--- src/rtl/lpd_pkg.sv ---
package lpd_pkg;

  localparam int MS_W   = 12;
  localparam int PCNT_W = 4;
  localparam int IDG_MS = 800;

  typedef enum logic [2:0] {
    ST_IDLE,
    ST_BRK,
    ST_MAKE,
    ST_IDG,
    ST_FLASH,
    ST_PAUSE
  } dial_st_t;

  function automatic logic [MS_W-1:0] brk_ms(input logic fast, input logic third);
    case ({fast, third})
      2'b00:   brk_ms = MS_W'(60);
      2'b01:   brk_ms = MS_W'(67);
      2'b10:   brk_ms = MS_W'(30);
      default: brk_ms = MS_W'(33);
    endcase
  endfunction

  function automatic logic [MS_W-1:0] make_ms(input logic fast, input logic third);
    case ({fast, third})
      2'b00:   make_ms = MS_W'(40);
      2'b01:   make_ms = MS_W'(33);
      2'b10:   make_ms = MS_W'(20);
      default: make_ms = MS_W'(17);
    endcase
  endfunction

  function automatic logic [MS_W-1:0] flash_ms(input logic [1:0] sel);
    case (sel)
      2'd0:    flash_ms = MS_W'(600);
      2'd1:    flash_ms = MS_W'(100);
      2'd2:    flash_ms = MS_W'(300);
      default: flash_ms = MS_W'(73);
    endcase
  endfunction

  function automatic logic [MS_W-1:0] pause_ms(input logic [1:0] sel);
    case (sel)
      2'd1:    pause_ms = MS_W'(3600);
      2'd2:    pause_ms = MS_W'(2000);
      default: pause_ms = MS_W'(1000);
    endcase
  endfunction

endpackage

--- src/rtl/lpd_ms_tick.sv ---
module lpd_ms_tick #(
  parameter int CLK_PER_MS = 3580
) (
  input  logic clk,
  input  logic rst_n,
  input  logic clr,
  output logic tick
);
  localparam int DIV_W = (CLK_PER_MS > 2) ? $clog2(CLK_PER_MS) : 1;

  logic [DIV_W-1:0] div_q, div_d;

  assign tick = (div_q == DIV_W'(CLK_PER_MS - 1));

  always_comb begin
    if (clr || tick) div_d = '0;
    else             div_d = div_q + DIV_W'(1);
  end

  always_ff @(posedge clk or negedge rst_n) begin
    if (!rst_n) div_q <= '0;
    else        div_q <= div_d;
  end
endmodule

--- src/rtl/lpd_ms_timer.sv ---
module lpd_ms_timer
  import lpd_pkg::*;
(
  input  logic            clk,
  input  logic            rst_n,
  input  logic            load,
  input  logic [MS_W-1:0] len,
  input  logic            tick,
  output logic            expire,
  output logic [MS_W-1:0] ms_left
);
  logic [MS_W-1:0] cnt_d;

  assign expire = tick && (ms_left == MS_W'(1));

  always_comb begin
    cnt_d = ms_left;
    if (load)                             cnt_d = len;
    else if (tick && (ms_left != '0))     cnt_d = ms_left - MS_W'(1);
  end

  always_ff @(posedge clk or negedge rst_n) begin
    if (!rst_n) ms_left <= '0;
    else        ms_left <= cnt_d;
  end
endmodule

--- src/rtl/lpd_dial_fsm.sv ---
module lpd_dial_fsm
  import lpd_pkg::*;
(
  input  logic              clk,
  input  logic              rst_n,
  input  logic              dig_valid,
  input  logic [3:0]        dig_val,
  input  logic              rate_fast,
  input  logic              ratio_third,
  input  logic              flash_valid,
  input  logic [1:0]        flash_sel,
  input  logic              pause_valid,
  input  logic [1:0]        pause_sel,
  input  logic              expire,
  output logic              tmr_load,
  output logic [MS_W-1:0]   tmr_len,
  output logic              line_break,
  output logic              mute,
  output logic              done,
  output logic [PCNT_W-1:0] pulses_left
);
  dial_st_t          st_q, st_d;
  logic [PCNT_W-1:0] pl_d;
  logic              fast_q, fast_d, third_q, third_d, done_d;
  logic              dig_ok;
  logic [PCNT_W-1:0] dig_n;

  assign dig_ok = (dig_val <= 4'd9);
  assign dig_n  = (dig_val == 4'd0) ? PCNT_W'(10) : PCNT_W'(dig_val);

  always_comb begin
    st_d     = st_q;
    pl_d     = pulses_left;
    fast_d   = fast_q;
    third_d  = third_q;
    done_d   = 1'b0;
    tmr_load = 1'b0;
    tmr_len  = '0;
    case (st_q)
      ST_IDLE: begin
        if (flash_valid) begin
          st_d     = ST_FLASH;
          tmr_load = 1'b1;
          tmr_len  = flash_ms(flash_sel);
        end else if (dig_valid && dig_ok) begin
          st_d     = ST_BRK;
          pl_d     = dig_n;
          fast_d   = rate_fast;
          third_d  = ratio_third;
          tmr_load = 1'b1;
          tmr_len  = brk_ms(rate_fast, ratio_third);
        end else if (pause_valid) begin
          st_d     = ST_PAUSE;
          tmr_load = 1'b1;
          tmr_len  = pause_ms(pause_sel);
        end
      end
      ST_BRK: begin
        if (expire) begin
          st_d     = ST_MAKE;
          tmr_load = 1'b1;
          tmr_len  = make_ms(fast_q, third_q);
        end
      end
      ST_MAKE: begin
        if (expire) begin
          tmr_load = 1'b1;
          if (pulses_left == PCNT_W'(1)) begin
            st_d    = ST_IDG;
            pl_d    = '0;
            tmr_len = MS_W'(IDG_MS);
          end else begin
            st_d    = ST_BRK;
            pl_d    = pulses_left - PCNT_W'(1);
            tmr_len = brk_ms(fast_q, third_q);
          end
        end
      end
      ST_IDG, ST_FLASH, ST_PAUSE: begin
        if (expire) begin
          st_d   = ST_IDLE;
          done_d = 1'b1;
        end
      end
      default: st_d = ST_IDLE;
    endcase
  end

  always_ff @(posedge clk or negedge rst_n) begin
    if (!rst_n) begin
      st_q        <= ST_IDLE;
      pulses_left <= '0;
      fast_q      <= 1'b0;
      third_q     <= 1'b0;
      done        <= 1'b0;
    end else begin
      st_q        <= st_d;
      pulses_left <= pl_d;
      fast_q      <= fast_d;
      third_q     <= third_d;
      done        <= done_d;
    end
  end

  assign line_break = (st_q == ST_BRK) || (st_q == ST_FLASH);
  assign mute       = (st_q != ST_IDLE) && (st_q != ST_PAUSE);
endmodule

--- src/rtl/loop_pulse_dialer.sv ---
module loop_pulse_dialer
  import lpd_pkg::*;
#(
  parameter int CLK_PER_MS = 3580
) (
  input  logic       clk,
  input  logic       rst_n,
  input  logic       dig_valid,
  input  logic [3:0] dig_val,
  input  logic       rate_fast,
  input  logic       ratio_third,
  input  logic       flash_valid,
  input  logic [1:0] flash_sel,
  input  logic       pause_valid,
  input  logic [1:0] pause_sel,
  output logic       line_break,
  output logic       mute,
  output logic       done
);
  logic              tick, expire, tmr_load;
  logic [MS_W-1:0]   tmr_len, ms_left;
  logic [PCNT_W-1:0] pulses_left;

  lpd_ms_tick #(.CLK_PER_MS(CLK_PER_MS)) u_tick (
    .clk   (clk),
    .rst_n (rst_n),
    .clr   (tmr_load),
    .tick  (tick)
  );

  lpd_ms_timer u_timer (
    .clk     (clk),
    .rst_n   (rst_n),
    .load    (tmr_load),
    .len     (tmr_len),
    .tick    (tick),
    .expire  (expire),
    .ms_left (ms_left)
  );

  lpd_dial_fsm u_fsm (
    .clk         (clk),
    .rst_n       (rst_n),
    .dig_valid   (dig_valid),
    .dig_val     (dig_val),
    .rate_fast   (rate_fast),
    .ratio_third (ratio_third),
    .flash_valid (flash_valid),
    .flash_sel   (flash_sel),
    .pause_valid (pause_valid),
    .pause_sel   (pause_sel),
    .expire      (expire),
    .tmr_load    (tmr_load),
    .tmr_len     (tmr_len),
    .line_break  (line_break),
    .mute        (mute),
    .done        (done),
    .pulses_left (pulses_left)
  );
endmodule

--- config.mk ---
export PLATFORM = sky130hd
export DESIGN_NAME = loop_pulse_dialer
export DESIGN_NICKNAME = d
export VERILOG_FILES = /design/src/rtl/lpd_pkg.sv /design/src/rtl/lpd_ms_tick.sv /design/src/rtl/lpd_ms_timer.sv /design/src/rtl/lpd_dial_fsm.sv /design/src/rtl/loop_pulse_dialer.sv
export SDC_FILE = /design/constraint.sdc
export NUM_CORES = 1
export LEC_CHECK = 0
export ABC_CLOCK_PERIOD_IN_PS = 5200
export BUFFER_PORTS_ARGS = -buffer_cell sky130_fd_sc_hd__buf_2
export CORE_ASPECT_RATIO = 1.25
export CORE_MARGIN = 2
export CORE_UTILIZATION = 42
export DETAILED_ROUTE_END_ITERATION = 8
export GPL_ROUTABILITY_DRIVEN = 1
export PLACE_DENSITY_LB_ADDON = 0.12
export SETUP_SLACK_MARGIN = 0.1
export SYNTH_ARGS = -nofsm -noshare
export SYNTH_HDL_FRONTEND = slang
export SYNTH_SLANG_ARGS = --single-unit
--- constraint.sdc ---
create_clock -name clk -period 5.2 [get_ports clk]
set_input_delay 0 -clock clk [delete_from_list [all_inputs] [get_ports clk]]
set_output_delay 0 -clock clk [all_outputs]
set_load 0.01 [all_outputs]
==> results_dict.tcl <==
set metrics [dict create \
    pre_cts_ws_ns 3.00 \
    drive_gt1_frac 0.139 \
    synth_edf_count 0 \
    synth_top_area_share 0.332 \
    avgSynthCellArea_um2 9.00 \
    nets 339 \
    areaGrowthSynthToFinish_pct 12.2 \
    dieArea_mm2 0.00675 \
    place_area_mm2 0.00272 \
    drc 0 \
    wl_um 5980 \
    status "complete, no violations" \
    worstPathArrival_ns 2.42 \
    hpwl_um 4540 \
    ys_ff_latch 34 \
    nFillCells 584 \
    start_util 0.438 \
    async_flop_share 1.00 \
    antenna_found_initial 0 \
    post-route-util 0.491 \
    numCtsBuffers 5 \
    num_rows 31 \
    clkSinkCount 34 \
    worstHoldPathType "in2reg" \
    diodes 0 \
    track_usage 0.188 \
    synthCells 285 \
    htree_num_levels 2 \
    synth_warnings 0 \
    p_comb_frac 0.310 \
    fmax_mhz 452 \
    dp_cells 375 \
    crit_path_end_kind "register" \
    grt_max_degree 35 \
    gr-total-overflow 0 \
    cp_cell_sequence "ha_1 -> and4bb_2 -> and4_1 -> nand2_1 -> or3_1 -> a32oi_1" \
    path_clk_slew_ns 0.08 \
    timing.setup.tns_ns 0 \
    setup_slack_ns 2.99 \
    ys.flop_type "dfrtp_1" \
    p_int_uw 679 \
    setup_viol 0 \
    clkLatencyLatePin_ns 0.29 \
    slew_viol_final 0 \
    period_needed_ns 2.21 \
    critPathSlowestCell "and4_1" \
    avgRoutedWirePerCell_um 15.5 \
    coreArea_mm2 0.00586 \
    grt_pass1_vias 2082 \
    synth_area_leader_cell "dfrtp_1" \
    worst_pin_slew_ns 0.776 \
    cp_max_fo 11 \
    grt_pass1_wl_um 9890 \
    crit_required_ns 5.41 \
    power_density_mw_per_mm2 366 \
    yosysUniqueCellTypes 57 \
    drtIter0Drc 76 \
    syn_nets 322 \
    dieHeight_um 91.4 \
    die-width_um 73.9 \
    cp_top_family "simple AND/OR/NAND/NOR gates" \
    start_kind "register" \
    drtAntennaViolNets 0 \
    drv_cap 0 \
    io_pins 18 \
    finalCritPeriodShare 0.425 \
    drt_first_pass_iters 4 \
    clock_path_buffers 2 \
    clock-skew-final_ns 0.00610 \
    path_buf_inv 0 \
    critPathKind "reg2reg" \
    cts_tree "built" \
    hold_viol 0 \
    power.leakage_uw 0.00122 \
    clock_power_share 0.295 \
    r2r_slack_ns 2.99 \
    fin_cells 385 \
    design_area_mm2 0.00288 \
    rsz0062_at_grt "false" \
    place_congestion 0.812 \
    seqPwrFrac 0.395 \
    switching_share 0.355 \
    clock-root-buffer "clkbuf_8" \
    switchingPower_uw 374 \
    via_per_inst 5.63 \
    portBuffers 17 \
    slowest_delay_ns 0.44 \
    synth-seq-area-share 0.332 \
    maxSlewHeadroom 0.483 \
    ir_drop_mv 0.185 \
    synth_area_leaders "dfrtp_1, ha_1, nor2_1" \
    syn-cell-area_mm2 0.00256 \
    num_vias 2169 \
]
-- kinds of logic after synthesis --
logic type	count (synthesis)	share of synthesized area
flip-flops	34	0.332
buffers and inverters	25	0.0380
adder cells (fa/ha/maj)	22	0.107
AND/OR/NAND/NOR	114	0.256
AO/OA/AOI/OAI	61	0.162
XOR/XNOR	21	0.0717
multiplexers	8	0.0337
-- layout make-up --
type	instances	area, µm²	share of cell area
Clock buffer	6	82.6	0.0287
Multi-Input combinational cell	226	1620	0.562
Inverter	16	60.1	0.0209
Clock inverter	2	60.1	0.0209
Timing Repair Buffer	19	105	0.0365
Sequential cell	34	851	0.296
Tap cell	82	103	0.0357
-- final timing paths --
kind                                                start                             end  cells past startpoint
worst max register to register  u_tick.div_q[0]$_DFF_PN0_  u_timer.ms_left[9]$_DFFE_PN0P_                      6
min in group asynchronous                           rst_n       u_tick.div_q[7]$_DFF_PN0_                      2
max in group asynchronous                           rst_n  u_timer.ms_left[8]$_DFFE_PN0P_                      2
worst min register to register  u_tick.div_q[0]$_DFF_PN0_       u_tick.div_q[0]$_DFF_PN0_                      1
worst min-delay path                          ratio_third       u_fsm.third_q$_DFFE_PN0P_                      3
worst max-delay path            u_tick.div_q[0]$_DFF_PN0_  u_timer.ms_left[9]$_DFFE_PN0P_                      6
-- cells in the final DEF (no fill, tap or decap), types with 3 or more instances in the layout --
| cell | n |
|---|---|
| dfrtp_1 | 34 |
| nor2_1 | 32 |
| ha_1 | 22 |
| nand2_1 | 17 |
| buf_2 | 17 |
| inv_1 | 16 |
| o21ai_0 | 13 |
| xor2_1 | 13 |
| nand4_1 | 11 |
| a21oi_1 | 11 |
| nor3_1 | 10 |
| nand3_1 | 9 |
| xnor2_1 | 8 |
| a22oi_1 | 6 |
| clkbuf_8 | 6 |
| mux2_2 | 4 |
| or3_1 | 3 |
| and4_1 | 3 |
| and2_1 | 3 |
| nand2b_1 | 3 |
| a31oi_1 | 3 |
| nor4_1 | 3 |
| a32oi_1 | 3 |
| o22ai_1 | 3 |
| o2bb2ai_1 | 3 |
| mux2i_1 | 3 |
| a22o_1 | 3 |
-- power groups by stage --
stage	logic (µW)	registers, µW	clock network [µW]
2_1_floorplan	257	395	0
3_3_place_gp	325	415	0
3_5_place_dp	324	418	0
4_1_cts	328	415	317
5_1_grt	371	428	328
6_report	326	416	310
-- cells in the mapped netlist, drive strengths merged (4+ instances only) --
cell / number
xor2: 13
nand4: 13
a21oi: 12
o21ai: 13
inv: 16
mux2: 5
nor4: 5
a22oi: 6
buf: 4
clkbuf: 5
dfrtp: 34
nor3: 11
nor2: 33
nand3: 9
nand2: 18
ha: 22
xnor2: 8
-- tightest hold or removal path, cell delays in order --
cell	delay, ns
buf_2	0.12
nand2_1	0.05
o21ai_0	0.08
-- registers in the layout, indices dropped and copies added (netlist names) --
register,cells
u_fsm.st_q,3
u_fsm.pulses_left,4
u_fsm.third_q,1
u_tick.div_q,12
u_fsm.fast_q,1
u_timer.ms_left,12
u_fsm.done,1
-- metal layers --
| layer | vias to the layer above | part of all wire | GRT usage |
|---|---|---|---|
| met4 | 0 | 0.029 | 0.0773 |
| met5 | - | 0 | 0 |
| met2 | 41 | 0.50 | 0.307 |
| li1 | 1074 | - | - |
| met1 | 1040 | 0.44 | 0.235 |
| met3 | 14 | 0.029 | 0.0422 |
-- metrics by stage --
step / power, µW / hold WS (ns)
final: 1050 / 0.00143
after global routing: 1130 / 0.00786
after CTS: 1060 / 0.000102
after detailed placement: 742 / 0.131
after global placement: 740 / 0.126
after floorplan: 652 / -0.296
-- repair_timing --
item                                   4_1_cts  5_1_grt
gates resized for setup                      0        0
endpoints found under the hold margin       35        0
hold buffers                                 2        0
buffers inserted                             0        0
Power figures use the tool's default switching activity.
